<file path="src/rtl/vcf_pkg.sv">
package vcf_pkg;

    typedef enum logic [1:0] {
        VC_BASE = 2'd0,
        VC_PRIO = 2'd1,
        VC_ISO  = 2'd2,
        VC_RSVD = 2'd3
    } vc_e;

    typedef enum logic [3:0] {
        K_MRD  = 4'd0,
        K_MWR  = 4'd1,
        K_PRD  = 4'd2,
        K_PWR  = 4'd3,
        K_GRD  = 4'd4,
        K_GWR  = 4'd5,
        K_MSI  = 4'd6,
        K_VLW  = 4'd7,
        K_MCTP = 4'd8
    } kind_e;

    typedef enum logic [2:0] {
        RT_CACHE  = 3'd0,
        RT_PEER   = 3'd1,
        RT_INTR   = 3'd2,
        RT_MSG    = 3'd3,
        RT_REJECT = 3'd4
    } route_e;

    typedef struct packed {
        route_e route;
        logic   snoop;
        logic   prio;
        logic   ur;
        logic   remap;
    } verdict_t;

    function automatic verdict_t mk_verdict(route_e r, logic sn, logic pr, logic ur, logic rm);
        verdict_t v;
        v.route = r;
        v.snoop = sn;
        v.prio  = pr;
        v.ur    = ur;
        v.remap = rm;
        return v;
    endfunction

    localparam verdict_t REJECT_VERDICT = '{route: RT_REJECT, snoop: 1'b0, prio: 1'b0,
                                           ur: 1'b1, remap: 1'b1};

endpackage

</file>
<file path="src/rtl/vcf_chan_gate.sv">
module vcf_chan_gate
    import vcf_pkg::*;
(
    input  logic [1:0] vc,
    input  logic       en_prio,
    input  logic       en_iso,
    output logic       chan_ok
);
    always_comb begin
        unique case (vc)
            VC_BASE: chan_ok = 1'b1;
            VC_PRIO: chan_ok = en_prio;
            VC_ISO:  chan_ok = en_iso;
            default: chan_ok = 1'b0;
        endcase
    end
endmodule

</file>
<file path="src/rtl/vcf_decide.sv">
module vcf_decide
    import vcf_pkg::*;
(
    input  logic       chan_ok,
    input  logic [1:0] vc,
    input  logic [3:0] kind,
    input  logic       nosnoop,
    output verdict_t   verdict
);
    verdict_t base_v;
    verdict_t prio_v;
    verdict_t iso_v;

    // default channel table
    always_comb begin
        base_v = REJECT_VERDICT;
        case (kind)
            K_MRD, K_MWR:        base_v = mk_verdict(RT_CACHE, ~nosnoop, 1'b0, 1'b0, 1'b0);
            K_GWR:               base_v = mk_verdict(RT_CACHE, 1'b0, 1'b0, 1'b0, 1'b0);
            K_PRD, K_PWR, K_MCTP: base_v = mk_verdict(RT_PEER, 1'b0, 1'b0, 1'b0, 1'b0);
            K_MSI:               base_v = mk_verdict(RT_INTR, 1'b0, 1'b0, 1'b0, 1'b0);
            K_VLW:               base_v = mk_verdict(RT_MSG, 1'b0, 1'b0, 1'b0, 1'b0);
            default:             base_v = REJECT_VERDICT;
        endcase
    end

    // priority-snoop channel table
    always_comb begin
        prio_v = REJECT_VERDICT;
        case (kind)
            K_MRD, K_MWR: prio_v = mk_verdict(RT_CACHE, 1'b1, 1'b1, 1'b0, 1'b0);
            K_PWR, K_GWR: prio_v = mk_verdict(RT_CACHE, 1'b1, 1'b1, 1'b0, 1'b1);
            K_PRD, K_GRD: prio_v = mk_verdict(RT_CACHE, 1'b1, 1'b1, 1'b1, 1'b1);
            K_MSI:        prio_v = mk_verdict(RT_INTR, 1'b0, 1'b0, 1'b0, 1'b0);
            default:      prio_v = REJECT_VERDICT;
        endcase
    end

    // isochronous channel table
    always_comb begin
        iso_v = REJECT_VERDICT;
        if (nosnoop && (kind == K_MRD || kind == K_MWR))
            iso_v = mk_verdict(RT_CACHE, 1'b0, 1'b0, 1'b0, 1'b0);
    end

    always_comb begin
        verdict = REJECT_VERDICT;
        if (chan_ok) begin
            case (vc)
                VC_BASE: verdict = base_v;
                VC_PRIO: verdict = prio_v;
                VC_ISO:  verdict = iso_v;
                default: verdict = REJECT_VERDICT;
            endcase
        end
    end
endmodule

</file>
<file path="src/rtl/vcf_filter.sv">
module vcf_filter
    import vcf_pkg::*;
#(
    parameter int               ADDR_W     = 32,
    parameter int               BE_W       = 4,
    parameter logic [ADDR_W-1:0] REMAP_ADDR = ADDR_W'(32'h000C_0000)
) (
    input  logic              clk,
    input  logic              rst_n,
    input  logic              en_prio,
    input  logic              en_iso,
    input  logic              in_valid,
    output logic              in_ready,
    input  logic [1:0]        in_vc,
    input  logic [3:0]        in_kind,
    input  logic              in_nosnoop,
    input  logic [ADDR_W-1:0] in_addr,
    input  logic [BE_W-1:0]   in_be,
    output logic              out_valid,
    input  logic              out_ready,
    output logic [2:0]        out_route,
    output logic              out_snoop,
    output logic              out_prio,
    output logic              out_ur,
    output logic [ADDR_W-1:0] out_addr,
    output logic [BE_W-1:0]   out_be,
    input  logic              err_clr,
    output logic              err_flag
);
    localparam int ST_W = 1 + $bits(verdict_t) + ADDR_W + BE_W + 1;

    typedef struct packed {
        logic              vld;
        verdict_t          vd;
        logic [ADDR_W-1:0] addr;
        logic [BE_W-1:0]   be;
        logic              err;
    } state_t;

    state_t   st_d, st_q;
    logic     chan_ok;
    verdict_t verdict;
    logic     accept;

    vcf_chan_gate u_gate (
        .vc      (in_vc),
        .en_prio (en_prio),
        .en_iso  (en_iso),
        .chan_ok (chan_ok)
    );

    vcf_decide u_decide (
        .chan_ok (chan_ok),
        .vc      (in_vc),
        .kind    (in_kind),
        .nosnoop (in_nosnoop),
        .verdict (verdict)
    );

    assign in_ready = ~st_q.vld | out_ready;
    assign accept   = in_valid & in_ready;

    always_comb begin
        st_d = st_q;
        if (st_q.vld && out_ready)
            st_d.vld = 1'b0;
        if (accept) begin
            st_d.vld  = 1'b1;
            st_d.vd   = verdict;
            st_d.addr = verdict.remap ? REMAP_ADDR : in_addr;
            st_d.be   = verdict.remap ? '0 : in_be;
        end
        if (err_clr)
            st_d.err = 1'b0;
        if (accept && verdict.ur)
            st_d.err = 1'b1;
    end

    always_ff @(posedge clk) begin
        if (!rst_n) begin
            st_q          <= ST_W'(0);
            st_q.vd.route <= RT_REJECT;
        end else begin
            st_q <= st_d;
        end
    end

    assign out_valid = st_q.vld;
    assign out_route = st_q.vd.route;
    assign out_snoop = st_q.vd.snoop;
    assign out_prio  = st_q.vd.prio;
    assign out_ur    = st_q.vd.ur;
    assign out_addr  = st_q.addr;
    assign out_be    = st_q.be;
    assign err_flag  = st_q.err;
endmodule

</file>
<file path="config.mk">
export PLATFORM = sky130hd
export DESIGN_NAME = vcf_filter
export DESIGN_NICKNAME = d
export VERILOG_FILES = /design/src/rtl/vcf_pkg.sv /design/src/rtl/vcf_chan_gate.sv /design/src/rtl/vcf_decide.sv /design/src/rtl/vcf_filter.sv
export SDC_FILE = /design/constraint.sdc
export NUM_CORES = 1
export LEC_CHECK = 0
export CAP_MARGIN = 20
export CORE_MARGIN = 5
export CORE_UTILIZATION = 35
export DETAILED_ROUTE_END_ITERATION = 6
export GPL_TIMING_DRIVEN = 0
export PLACE_DENSITY = 0.7
export SETUP_SLACK_MARGIN = 0.3
export SLEW_MARGIN = 30
export SYNTH_ARGS = -nofsm -noshare
export SYNTH_HDL_FRONTEND = slang
export SYNTH_SLANG_ARGS = --single-unit
</file>
<file path="constraint.sdc">
create_clock -name clk -period 2.2 [get_ports clk]
set_clock_uncertainty 0.05 [all_clocks]
set_input_delay 0.33 -clock clk [delete_from_list [all_inputs] [get_ports clk]]
set_output_delay 0.33 -clock clk [all_outputs]
set_load 0.02 [all_outputs]
</file>
* After elaboration in Yosys (flattened, before gate mapping)
Cells that the tools add are included.
** Storage, ports and cells
- Register bits after elaboration :: 45
- Bits of input ports :: 50
- Logic and storage cells :: 47
** Cells by class
- Equality and inequality tests :: 10
- Muxes and demuxes :: 12
- Bitwise logic cells :: 4
- Reduce and logical (&&, ||, !) cells :: 12
** Operator list (number)
- $mux 44 :: 1
- $pmux 7 s5 :: 1
- $mux 32 :: 1
- $pmux 7 s4 :: 1
- $pmux 7 s3 :: 1
- $eq 4x3->1 const B :: 4
- $mux 7 :: 2
- $eq 4x2->1 const B :: 2
- $reduce_or 2->1 :: 3
- $eq 4x1->1 const B :: 1
- $eq 4x4->1 const B :: 1
- $logic_not 4->1 :: 1
- $mux 4 :: 1
- $reduce_bool 2->1 :: 2
- $logic_and 1x1->1 :: 3
- $mux 1 :: 3
- $pmux 1 s3 :: 1
- $reduce_or 3->1 :: 1
- $eq 2x1->1 const B :: 1
- $eq 2x2->1 const B :: 1
- $logic_not 2->1 :: 1
- $not 1->1 :: 2
- $and 1x1->1 :: 1
- $logic_or 1x1->1 :: 1
- $or 1x1->1 :: 1

* Longest topological paths before layout
Gate-level depths: netlist of run 1.
- Depth after elaboration :: 8
- Mapped depth :: 7

* By module
From an unflattened synthesis of run 1, not the netlist that was laid out.
** Second synthesis, totals
- Cells, all modules :: 230
- Area total of the unflattened synthesis :: 2202.1 um2
** By module, submodules not included
- vcf_filter :: instances 1, cells an instance 194, area each 1934.4 um2
- vcf_decide :: instances 1, cells an instance 33, area each 244.0 um2
- vcf_chan_gate :: instances 1, cells an instance 3, area each 23.8 um2

* Least setup slack after synthesis of run 1
Ideal clock, no wire load.
- Kind :: input to register
- Start :: input in_kind[1]
- End :: register st_q, in the netlist err_flag
- Setup time :: 137 ps
- Arrival :: 1528 ps
- Setup slack :: 484 ps
- Cell stages on the path :: 7
- Path buffers :: 3
- Path through :: buf_2 > nand4bb_1 > o32a_1 > buf_6 > buf_6 > a221oi_1 > a211oi_1
** On the way
- Word-level cells in the longest chain between the ends :: 8
- Elaborated cells between the ends (all ways) :: 23
- Classes of those cells :: 8 x eq/ne; 6 x mux; 9 x reduce/logical
** Ends and longest elaborated chain
- start: declaration :: line vcf_filter.sv:15 : input logic [3:0] in_kind,
- parallel branches: the longest is 4 deep, another holds $pmux 7 s5
- $pmux 7 s3 * :: line vcf_decide.sv:49 : case (vc)
- $mux 7 * :: line vcf_decide.sv:48 : if (chan_ok) begin
- $logic_and 1x1->1 * :: line vcf_filter.sv:75 : if (accept && verdict.ur)
- $mux 1 / $reduce_bool 2->1 (equally long branches)
- end signal: assignment :: line vcf_filter.sv:84 : st_q <= st_d;
- end: declaration :: line vcf_filter.sv:40 : state_t st_d, st_q;
Mark *: on every way between the ends.
A chain may end at the register's enable or synchronous reset.

* Final worst setup path of run 1
- Start :: input in_kind[3]
- End :: register st_q, in the netlist err_flag
Same word-level chain as after synthesis.

==> reports/qor.csv, run 1 <==
stage,metric,value,unit
placement,global placer's final weighted congestion,0.7875,
sta,peak clock frequency supported by timing,535.9,MHz
power_and_ir_drop,ratio of total power to cell area,566.4,nW/µm²
critical_path,kind of capture point of the worst setup path,flip-flop,
critical_path,Reg2Reg Capture Point,out_addr[21]$_SDFFE_PN0P_,
die,number of top-level pins,95,
synth,number of enable-type register cells in the synthesized netlist,0,
sta,final setup margin,0.3340,ns
clock_network,CTS Root Buffer Type,sky130_fd_sc_hd__clkbuf_8,
power_and_ir_drop,Peak supply drop,333.2,µV
sta,Worst Tran Pin Value,0.4810,ns
die,initial cell density of the core,36.07,%
power_and_ir_drop,leakage dissipation,1.196,nW
outcome,run status,"complete, no violations",
route,Iteration-0 DRC Markers,88,
global_route,maximum number of pins on one net before global-route repair,13,
worst_hold_path,Min-Delay Endpoint,out_prio$_SDFFE_PN0P_,
synth,ranking of synthesized cells by area,"sky130_fd_sc_hd__dfxtp_1, sky130_fd_sc_hd__a22o_1, sky130_fd_sc_hd__nor4_1, sky130_fd_sc_hd__nand2_1, sky130_fd_sc_hd__a21oi_1",
cells_and_area,final antenna diode count,0,
die,die span in x,85.56,µm
global_route,first-pass GRT wire length,9632,µm
global_route,initial antenna violation count,0,
route,number of nets still failing antenna checks after routing,0,
power_and_ir_drop,internal power of the cells,1.339,mW
clock_network,htree depth,2,
placement,setup slack at placement,-0.2110,ns
die,number of placement rows,27,
die,die area,7321,µm²
synth,share of synthesized flip-flops with an asynchronous set or reset,0,%
route,total wire length after detailed routing,6100,µm
global_route,vias in the first global route,2096,
synth,synthesized instance count,230,
route,routed length per instance,15.21,µm
die,DIE HEIGHT,85.56,µm
synth,sequential fraction of the synthesis area,44.08,%
clock_network,post-cts hold buffer count,0,
die,core region area,5540,µm²
sta,final number of setup-violating endpoints,0,
cells_and_area,Area Overhead vs Synth,59.42,%
power_and_ir_drop,share of power burned in the clock network,32.4,%
synth,number of unique standard cell types used by synthesis,32,
power_and_ir_drop,sequential share of power,46.6,%
synth,number of synthesized register bits,44,
critical_path,type of the worst setup path,in2reg,
sta,shortest period the worst path allows,1.866,ns
sta,final number of hold-violating endpoints,0,
power_and_ir_drop,proportion of power drawn by combinational gates,21.1,%
power_and_ir_drop,Sw Share,25.81,%
synth,cell area after technology mapping,1998,µm²
cells_and_area,multi-input gate area in the final layout,1013,µm²
worst_hold_path,kind of path behind the tightest hold check,reg2reg,
clock_network,number of buffers created by CTS,5,
route,detailed-route DRC error count,0,
placement,count of buffers from port buffering,93,
placement,placed cell area,3019,µm²
sta,max-slew violation count,0,
placement,Final HPWL DP,4442,µm
critical_path,reg-to-reg setup timing slack,0.65,ns
route,First-pass DRT Iterations,4,
clock_network,clock tree sinks,44,
synth,top_reg_cell synth,sky130_fd_sc_hd__dfxtp_1,
critical_path,data required time of the critical path,2.30,ns
worst_hold_path,number of cells on the worst hold path,2,
clock_network,deepest clock path buffer count,2,
worst_hold_path,startpoint of the most critical hold path,out_prio$_SDFFE_PN0P_,
synth,portion of synthesized cell area occupied by the leading cell type,44.08,%
power_and_ir_drop,switching power total,0.4657,mW
cells_and_area,filler cell count,528,
cells_and_area,sequential cell area,880.8,µm²
clock_network,total setup buffers inserted after CTS,0,
critical_path,startpoint of the most critical register-to-register path,out_valid$_SDFFE_PN0P_,
critical_path,arrival time of the worst setup path,1.97,ns
clock_network,"Clk Latency, worst-skew pair",0.29,ns
synth,number of warnings reported in the yosys synthesis log,0,
sta,Hold Slack,0.4101,ns
flow_run,number of max-cap violations,0,
sta,portion of the clock cycle consumed by the worst path in the final layout,84.82,%
route,overall via count from detail_route,2059,
cells_and_area,share of final-layout standard cells stronger than drive strength 1,12.16,%
critical_path,startpoint types,input port,
sta,setup repair after global routing missed its margin,no,
sta,tightest slew margin relative to the limit,67.93,%
cells_and_area,post-route cell area,3186,µm²
critical_path,crit path max fanout,10,
synth,post-synthesis area per instance,8.688,µm²
clock_network,clock input transition at the sequential cells of the worst setup and hold paths,0.08,ns
route,Avg Vias per Cell,5.135,
cells_and_area,number of nets in the layout,380,
synth,Syn Nets,280,
global_route,GRT Resource Usage Total,15.89,%
global_route,GRT Residual Overflow,0,
clock_network,TritonCTS clock tree,yes,
critical_path,path depth of the worst reg2reg path,6,
synth,cell taking the most area after synthesis,sky130_fd_sc_hd__dfxtp_1,
## Yosys cell counts, drive strengths merged (2+ instances only)
master / n
a211oi: 2
a21oi: 12
a22o: 33
and2: 2
buf: 11
clkbuf: 15
dfxtp: 44
inv: 5
nand2: 41
nand2b: 3
nand3: 2
nor3: 4
nor4: 36
o21ai: 4
## final cells by class
class	instances	share of cell area, %
Clock buffer	5	2.160
Timing Repair Buffer	93	29.18
Buffer	26	4.713
Sequential cell	44	27.65
Tap cell	72	2.828
Clock inverter	1	0.9427
Multi-Input combinational cell	154	31.81
Inverter	6	0.7070
## power by group through the flow
| stage | Clock (mW) | Sequential (mW) | Combinational [mW] |
|---|---|---|---|
| after floorplan | 0 | 0.892 | 0.145 |
| after global placement | 0 | 0.858 | 0.369 |
| after global routing | 0.625 | 0.844 | 0.408 |
| final | 0.584 | 0.840 | 0.380 |
| after detailed placement | 0 | 0.858 | 0.370 |
| after CTS | 0.596 | 0.840 | 0.374 |
## cell usage in the layout, fill, tap and decap left out, drive strengths merged, types with 3 or more instances in the layout
master,netlist,final
clkdlybuf4s50,0,89
dfxtp,44,44
nand2,41,41
nor4,36,36
a22o,33,33
clkbuf,15,23
a21oi,12,12
buf,11,8
inv,5,5
o21ai,4,4
nor3,4,4
nand2b,3,3
dlygate4sd2,0,3
## worst max-delay path by stage
stage                                endpoint       start  slack (ns)
global route         out_addr[5]$_SDFFE_PN0P_  in_kind[3]        0.30
global placement    out_addr[10]$_SDFFE_PN0P_       rst_n       -0.21
finish                  err_flag$_SDFFE_PN0P_  in_kind[3]        0.33
floorplan               err_flag$_SDFFE_PN0P_  in_kind[1]        0.48
CTS                 out_addr[28]$_SDFFE_PN0P_       rst_n        0.30
detailed placement  out_addr[20]$_SDFFE_PN0P_       rst_n       -0.21
## worst max-delay path, cell delays in order
cell and delay, ns:
sky130_fd_sc_hd__clkdlybuf4s50_1 0.52, sky130_fd_sc_hd__o32a_1 0.44, sky130_fd_sc_hd__buf_6 0.16, sky130_fd_sc_hd__buf_6 0.14
sky130_fd_sc_hd__a221oi_1 0.25, sky130_fd_sc_hd__a211oi_1 0.12
## flip-flops by register name, indices dropped and copies added (netlist names)
| signal | flops |
|---|---|
| out_ur | 1 |
| out_route | 3 |
| out_prio | 1 |
| out_valid | 1 |
| out_snoop | 1 |
| out_addr | 32 |
| out_be | 4 |
| err_flag | 1 |
## logic make-up after synthesis
family          share of synthesized area [%]
simple gates                            25.99
buf+inv                                 7.326
flops                                   44.08
xor+xnor                               0.4384
compound gates                          22.17
## metrics by stage
stage / power, mW / TNS [ns] / utilization (%) / cells
floorplan: 1.037 / 0 / - / 230
global placement: 1.227 / -5.754 / 54.49 / 395
detailed placement: 1.229 / -5.836 / 54.49 / 395
CTS: 1.810 / 0 / 56.59 / 401
global route: 1.878 / 0 / 57.50 / 401
finish: 1.804 / 0 / 57.50 / 401
## metal layers
| metal | global-route usage (%) | routed length (µm) | vias to the layer above |
|---|---|---|---|
| li1 | - | - | 1052 |
| met1 | 21.03 | 2772 | 933 |
| met2 | 25.28 | 2812 | 67 |
| met3 | 5.091 | 466 | 7 |
| met4 | 3.597 | 48 | 0 |
| met5 | 0 | 0 | - |
## what timing repair did
item	in CTS	in global routing
pin swaps	0	1
gates cloned	0	0
endpoints found under the setup margin	33	38
gates resized for setup	12	23
hold endpoints to repair	0	0
(Power assumes the default switching activity.)
==> inputs of run 2 (changes only) <==
==> constraint.sdc (replaced) <==
create_clock -name clk -period 1.9 [get_ports clk]
set_clock_uncertainty 0.05 [all_clocks]
set_input_delay 0.285 -clock clk [delete_from_list [all_inputs] [get_ports clk]]
set_output_delay 0.285 -clock clk [all_outputs]
set_load 0.02 [all_outputs]
==> reports/qor.csv, run 2 (same netlist as run 1, synthesis figures left out) <==
stage,metric,value,unit,change
outcome,run status,"complete, no violations",,unchanged
critical_path,critical path startpoint,out_addr[19]$_SDFFE_PN0P_,,was in_kind[3]
sta,Total Negative Setup Slacks,0,ns,unchanged
route,Metal-1 WL,3106,µm,was 2772 µm
critical_path,kind of cell adding the most delay to the critical path,buffers and inverters,,unchanged
route,detailed-route DRC error count,0,,unchanged
route,Max Used Layer,met4,,unchanged
clock_network,post-cts hold buffer count,0,,unchanged
critical_path,reg-to-reg setup timing slack,0.52,ns,was 0.65 ns
power_and_ir_drop,leakage dissipation,1.893,nW,was 1.196 nW
cells_and_area,Area Overhead vs Synth,85.28,%,was 59.42%
sta,max-slew violation count,0,,unchanged
critical_path,Reg2Reg Capture Point,out_addr[7]$_SDFFE_PN0P_,,was out_addr[21]$_SDFFE_PN0P_
critical_path,kind of capture point of the worst setup path,primary output,,was flip-flop
route,Iteration-0 DRC Markers,77,,was 88
route,Avg Vias per Cell,5.325,,was 5.135
die,die area,7321,µm²,unchanged
sta,tightest slew margin relative to the limit,76.60,%,was 67.93%
clock_network,clock tree sinks,44,,unchanged
cells_and_area,number of nets in the layout,393,,was 380
route,overall via count from detail_route,2215,,was 2059
power_and_ir_drop,Peak supply drop,313.5,µV,was 333.2 µV
placement,global placer's final weighted congestion,0.8011,,was 0.7875
die,number of top-level pins,95,,unchanged
cells_and_area,highest-count cells in the layout ignoring fill and taps,"sky130_fd_sc_hd__dfxtp_1, sky130_fd_sc_hd__clkdlybuf4s50_1, sky130_fd_sc_hd__nand2_1, sky130_fd_sc_hd__a22o_1, sky130_fd_sc_hd__dlymetal6s2s_1",,"was sky130_fd_sc_hd__clkdlybuf4s50_1, sky130_fd_sc_hd__dfxtp_1, sky130_fd_sc_hd__nand2_1, sky130_fd_sc_hd__a22o_1, sky130_fd_sc_hd__nor4_1"
route,total wire length after detailed routing,7072,µm,was 6100 µm
die,die span in x,85.56,µm,unchanged
cells_and_area,final antenna diode count,0,,unchanged
clock_network,TritonCTS clock tree,yes,,unchanged
clock_network,CTS Root Buffer Type,sky130_fd_sc_hd__clkbuf_8,,unchanged
worst_hold_path,kind of path behind the tightest hold check,in2reg,,was reg2reg
clock_network,"Clk Latency, worst-skew pair",0.29,ns,about the same
clock_network,deepest clock path buffer count,2,,unchanged
sta,portion of the clock cycle consumed by the worst path in the final layout,82.05,%,
critical_path,type of the worst setup path,reg2out,,was in2reg
critical_path,CP endpoint,out_addr[19],,was err_flag$_SDFFE_PN0P_
clock_network,clock input transition at the sequential cells of the worst setup and hold paths,0.08,ns,about the same
placement,count of buffers from port buffering,93,,unchanged
sta,final setup margin,0.3411,ns,was 0.3340 ns
critical_path,Worst path max stage delay,0.60,ns,was 0.52 ns
cells_and_area,"commonest non-fill, non-tap cell in the layout",sky130_fd_sc_hd__dfxtp_1,,was sky130_fd_sc_hd__clkdlybuf4s50_1
cells_and_area,filler cell count,463,,was 528
route,number of nets still failing antenna checks after routing,0,,unchanged
critical_path,Critical path buffers and inverters,1,,was 3
sta,final number of setup-violating endpoints,0,,unchanged
route,routed wl met2,3340,µm,was 2812 µm
placement,setup slack at placement,-0.4308,ns,was -0.2110 ns
global_route,maximum number of pins on one net before global-route repair,14,,was 13
critical_path,data required time of the critical path,1.56,ns,was 2.30 ns
route,routed length per instance,17.00,µm,was 15.21 µm
critical_path,critical path depth in cells,1,,was 6
critical_path,crit path max fanout,2,,was 10
clock_network,htree depth,2,,unchanged
global_route,GRT Resource Usage Total,18.56,%,was 15.89%
critical_path,Crit-path slowest cell,sky130_fd_sc_hd__clkdlybuf4s50_1,,unchanged
critical_path,path depth of the worst reg2reg path,6,,unchanged
sta,setup repair after global routing missed its margin,yes,,was no
sta,peak clock frequency supported by timing,641.5,MHz,
global_route,GRT Residual Overflow,0,,unchanged
cells_and_area,number of flip-flops under the largest register name,32,,unchanged
clock_network,number of buffers created by CTS,5,,unchanged
sta,shortest period the worst path allows,1.559,ns,
cells_and_area,share of final-layout standard cells stronger than drive strength 1,26.74,%,was 12.16%
die,core region area,5540,µm²,unchanged
sta,Worst Tran Pin Value,0.3504,ns,was 0.4810 ns
power_and_ir_drop,ratio of total power to cell area,598.5,nW/µm²,was 566.4 nW/µm²
route,sum of met3 wire segment lengths after detailed routing,498,µm,was 466 µm
sta,final number of hold-violating endpoints,0,,unchanged
critical_path,startpoint of the most critical register-to-register path,out_valid$_SDFFE_PN0P_,,unchanged
critical_path,startpoint types,flip-flop,,was input port
global_route,first-pass GRT wire length,11100,µm,was 9632 µm
placement,Final HPWL DP,4596,µm,was 4442 µm
die,initial cell density of the core,36.07,%,unchanged
global_route,vias in the first global route,2186,,was 2096
die,DIE HEIGHT,85.56,µm,unchanged
critical_path,CP cell instances,clkdlybuf4s50_1,,"was clkdlybuf4s50_1, o32a_1, buf_6, buf_6, a221oi_1, a211oi_1"
flow_run,number of max-cap violations,0,,unchanged
critical_path,arrival time of the worst setup path,1.22,ns,was 1.97 ns
global_route,initial antenna violation count,0,,unchanged
die,number of placement rows,27,,unchanged
route,First-pass DRT Iterations,4,,unchanged
-- run 2: repair_timing --
item,CTS,global route
resized for setup,77,82
gates cloned,2,0
pin swaps,22,3
endpoints found under the setup margin,55,70
setup buffers,7,4
-- run 2: layout make-up --
cell class                      count  area (µm²)  area share, %
Clock buffer                        6       72.57          1.960
Buffer                             26       240.2          6.489
Timing Repair Buffer              106        1092          29.50
Tap cell                           72       90.09          2.433
Sequential cell                    44       880.8          23.79
Clock inverter                      2       35.03         0.9463
Inverter                            6       26.28         0.7097
Multi-Input combinational cell    154        1265          34.17
-- run 2: where the power goes --
part           internal (mW)  leakage [nW]  switching (mW)  total, mW
sequential             0.954         0.358          0.0179      0.972
clock                  0.390        0.0552           0.309      0.699
combinational          0.263          1.48           0.281      0.544
total                   1.61          1.89           0.608       2.22
-- run 2: layer usage --
layer	vias up	global-route usage, %
met5	-	0
met4	0	6.187
met3	13	4.707
met2	90	29.17
met1	1035	24.81
li1	1077	-
-- run 2: worst min-delay path by stage --
stage / from / endpoint / slack (ns) / cells after the start
after CTS: in_kind[1] / out_snoop$_SDFFE_PN0P_ / 0.31 / 4
final: en_prio / out_prio$_SDFFE_PN0P_ / 0.29 / 3
after global routing: en_prio / out_prio$_SDFFE_PN0P_ / 0.28 / 3
after detailed placement: out_prio$_SDFFE_PN0P_ / out_prio$_SDFFE_PN0P_ / 0.40 / 2
after floorplan: in_valid / out_valid$_SDFFE_PN0P_ / 0.36 / 2
after global placement: out_snoop$_SDFFE_PN0P_ / out_snoop$_SDFFE_PN0P_ / 0.39 / 2
-- run 2: stage by stage --
stage	util (%)	cell area, µm²	hold WS, ns	cells	power, mW
6_report	66.82	3702	0.2931	416	2.216
5_1_grt	66.82	3702	0.2831	416	2.310
4_1_cts	61.54	3410	0.3127	412	2.185
3_5_place_dp	55.08	3052	0.3969	395	1.434
3_3_place_gp	55.08	3052	0.3933	395	1.431
2_1_floorplan	-	2031	0.3645	230	1.208
==> inputs of run 3 (changes only) <==
--- a/config.mk
+++ b/config.mk
@@ -10,7 +10,7 @@
 export CORE_UTILIZATION = 35
 export DETAILED_ROUTE_END_ITERATION = 6
 export GPL_TIMING_DRIVEN = 0
-export PLACE_DENSITY = 0.7
+export PLACE_DENSITY = 0.73
 export SETUP_SLACK_MARGIN = 0.3
 export SLEW_MARGIN = 30
 export SYNTH_ARGS = -nofsm -noshare
==> constraint.sdc (replaced) <==
create_clock -name clk -period 1.4 [get_ports clk]
set_clock_uncertainty 0.05 [all_clocks]
set_input_delay 0.21 -clock clk [delete_from_list [all_inputs] [get_ports clk]]
set_output_delay 0.21 -clock clk [all_outputs]
set_load 0.02 [all_outputs]
==> reports/qor.csv, run 3 (same netlist as run 1, synthesis figures left out) <==
stage,metric,value,unit,change
critical_path,kind of capture point of the worst setup path,flip-flop,,was primary output
power_and_ir_drop,Power Total,3.272,mW,was 2.216 mW
clock_network,deepest clock path buffer count,2,,unchanged
global_route,first-pass GRT wire length,12720,µm,was 11100 µm
placement,count of buffers from port buffering,93,,unchanged
cells_and_area,final antenna diode count,0,,unchanged
critical_path,startpoint types,flip-flop,,unchanged
die,initial cell density of the core,36.07,%,unchanged
critical_path,type of the worst setup path,reg2reg,,was reg2out
route,Avg Vias per Cell,5.571,,was 5.325
critical_path,data required time of the critical path,1.60,ns,was 1.56 ns
global_route,maximum number of pins on one net before global-route repair,15,,was 14
route,First-pass DRT Iterations,4,,unchanged
route,Iteration-0 DRC Markers,124,,was 77
cells_and_area,highest-count cells in the layout ignoring fill and taps,"sky130_fd_sc_hd__buf_4, sky130_fd_sc_hd__nand2_1, sky130_fd_sc_hd__clkdlybuf4s50_1, sky130_fd_sc_hd__dfxtp_1",,"was sky130_fd_sc_hd__dfxtp_1, sky130_fd_sc_hd__clkdlybuf4s50_1, sky130_fd_sc_hd__nand2_1, sky130_fd_sc_hd__a22o_1, sky130_fd_sc_hd__dlymetal6s2s_1"
sta,final number of setup-violating endpoints,8,,was 0
cells_and_area,number of flip-flops under the largest register name,32,,unchanged
die,number of placement rows,27,,unchanged
sta,shortest period the worst path allows,1.422,ns,
cells_and_area,"commonest non-fill, non-tap cell in the layout",sky130_fd_sc_hd__buf_4,,was sky130_fd_sc_hd__dfxtp_1
placement,global placer's final weighted congestion,0.8467,,was 0.8011
clock_network,clock tree sinks,44,,unchanged
route,total wire length after detailed routing,8818,µm,was 7072 µm
clock_network,TritonCTS clock tree,yes,,unchanged
outcome,violated checks,negative setup slack,,
placement,placed cell count,395,,unchanged
route,number of nets still failing antenna checks after routing,0,,unchanged
sta,tightest slew margin relative to the limit,63.01,%,was 76.60%
route,overall via count from detail_route,2401,,was 2215
sta,portion of the clock cycle consumed by the worst path in the final layout,101.6,%,
global_route,GRT Residual Overflow,0,,unchanged
sta,peak clock frequency supported by timing,703.2,MHz,
sta,max-slew violation count,0,,unchanged
route,routed length per instance,20.46,µm,was 17.00 µm
critical_path,arrival time of the worst setup path,1.63,ns,was 1.22 ns
power_and_ir_drop,ratio of total power to cell area,764.7,nW/µm²,was 598.5 nW/µm²
die,number of top-level pins,95,,unchanged
route,detailed-route DRC error count,0,,unchanged
sta,final number of hold-violating endpoints,0,,unchanged
cells_and_area,final non-filler cell total,431,,was 416
global_route,vias in the first global route,2460,,was 2186
die,die area,7321,µm²,unchanged
power_and_ir_drop,Peak supply drop,469.5,µV,was 313.5 µV
critical_path,crit path max fanout,5,,was 2
flow_run,number of max-cap violations,0,,unchanged
sta,Worst Tran Pin Value,0.5549,ns,was 0.3504 ns
die,DIE HEIGHT,85.56,µm,unchanged
global_route,initial antenna violation count,0,,unchanged
die,die span in x,85.56,µm,unchanged
global_route,met2 Resource Use GR,38.63,%,was 29.17%
clock_network,CTS Root Buffer Type,sky130_fd_sc_hd__clkbuf_8,,unchanged
cells_and_area,Area Overhead vs Synth,114.2,%,was 85.28%
clock_network,htree depth,2,,unchanged
placement,Final HPWL DP,4652,µm,was 4596 µm
cells_and_area,number of nets in the layout,408,,was 393
worst_hold_path,kind of path behind the tightest hold check,in2reg,,unchanged
sta,final setup margin,-0.02217,ns,was 0.3411 ns
cells_and_area,share of final-layout standard cells stronger than drive strength 1,49.58,%,was 26.74%
global_route,met1 usage in global routing,26.09,%,was 24.81%
sta,setup repair after global routing missed its margin,yes,,unchanged
global_route,GRT Resource Usage Total,21.73,%,was 18.56%
clock_network,"Clk Latency, worst-skew pair",0.31,ns,was 0.29 ns
die,core region area,5540,µm²,unchanged
clock_network,clock input transition at the sequential cells of the worst setup and hold paths,0.09,ns,was 0.08 ns
clock_network,number of buffers created by CTS,5,,unchanged
global_route,met3 demand-to-capacity share in global routing,5.379,%,was 4.707%
global_route,GRT busiest layer,met2,,unchanged
outcome,run status,finished with violations,,"was complete, no violations"
power_and_ir_drop,leakage dissipation,1.658,nW,was 1.893 nW
[run 3: cell count changes in the layout (fill, tap and decap cells not counted), sizes merged]
cell           previous run  this run
clkdlybuf4s50            41        37
buf                      33        86
nand2                    41        42
clkinv                    1         2
dlymetal6s2s             30         0
bufinv                    1         0
dlygate4sd2              19         3
clkdlybuf4s15             0         3
clkbuf                   15        23
[run 3: area by class of cell]
class	instances	area (µm²)
plain buffers	26	419.2
flip-flops and latches	44	894.6
multi-input cells	155	1589
fillers	359	1261
well taps	72	90.09
inverters	6	23.77
repair buffers	120	1156
clock inverters	2	12.51
clock buffers	6	93.84
[run 3: timing repair]
action	CTS	global route
setup buffers	15	5
hold buffers	0	0
gates resized for setup	334	84
pin swaps	75	32
setup endpoints to repair	88	81
gates cloned	6	2
[run 3: through the flow]
stage	util (%)	instance area [µm²]	TNS [ns]	hold slack (ns)	setup slack [ns]
after floorplan	-	2066	-2.734	0.2791	-0.1291
after global placement	55.71	3087	-30.62	0.3979	-0.8002
after detailed placement	55.71	3087	-30.64	0.3999	-0.8081
after CTS	70.03	3880	0	0.2570	0.01861
after global routing	77.24	4279	-0.6687	0.2280	-0.06026
final	77.24	4279	-0.09242	0.2345	-0.02217
[run 3: final timing paths]
check / startpoint / endpoint / slack, ns / cells after the start
max: out_valid$_SDFFE_PN0P_ / out_addr[28]$_SDFFE_PN0P_ / -0.02 / 6
min: in_vc[1] / out_route[0]$_SDFFE_PN0P_ / 0.23 / 3
max reg2reg: out_valid$_SDFFE_PN0P_ / out_addr[28]$_SDFFE_PN0P_ / -0.02 / 6
min reg2reg: out_snoop$_SDFFE_PN0P_ / out_snoop$_SDFFE_PN0P_ / 0.41 / 2
[run 3: critical path: stages, from the launching register on]
cell and delay (ns):
sky130_fd_sc_hd__dfxtp_4 0.36, sky130_fd_sc_hd__nand2b_4 0.06, sky130_fd_sc_hd__clkbuf_16 0.15, sky130_fd_sc_hd__nand2_8 0.08, sky130_fd_sc_hd__clkbuf_16 0.19, sky130_fd_sc_hd__nor4_4 0.29
sky130_fd_sc_hd__a22o_1 0.16
[run 3: power breakdown]
part	switching, mW	leakage [nW]	internal (mW)
sequential	0.0293	0.362	1.30
clock	0.486	0.0523	0.457
combinational	0.500	1.24	0.503
[run 3: routing by layer]
layer | wire [µm] | vias to the layer above
met5 | 0 | -
met3 | 560 | 15
met2 | 4519 | 101
li1 | - | 1115
met4 | 136 | 0
met1 | 3602 | 1170
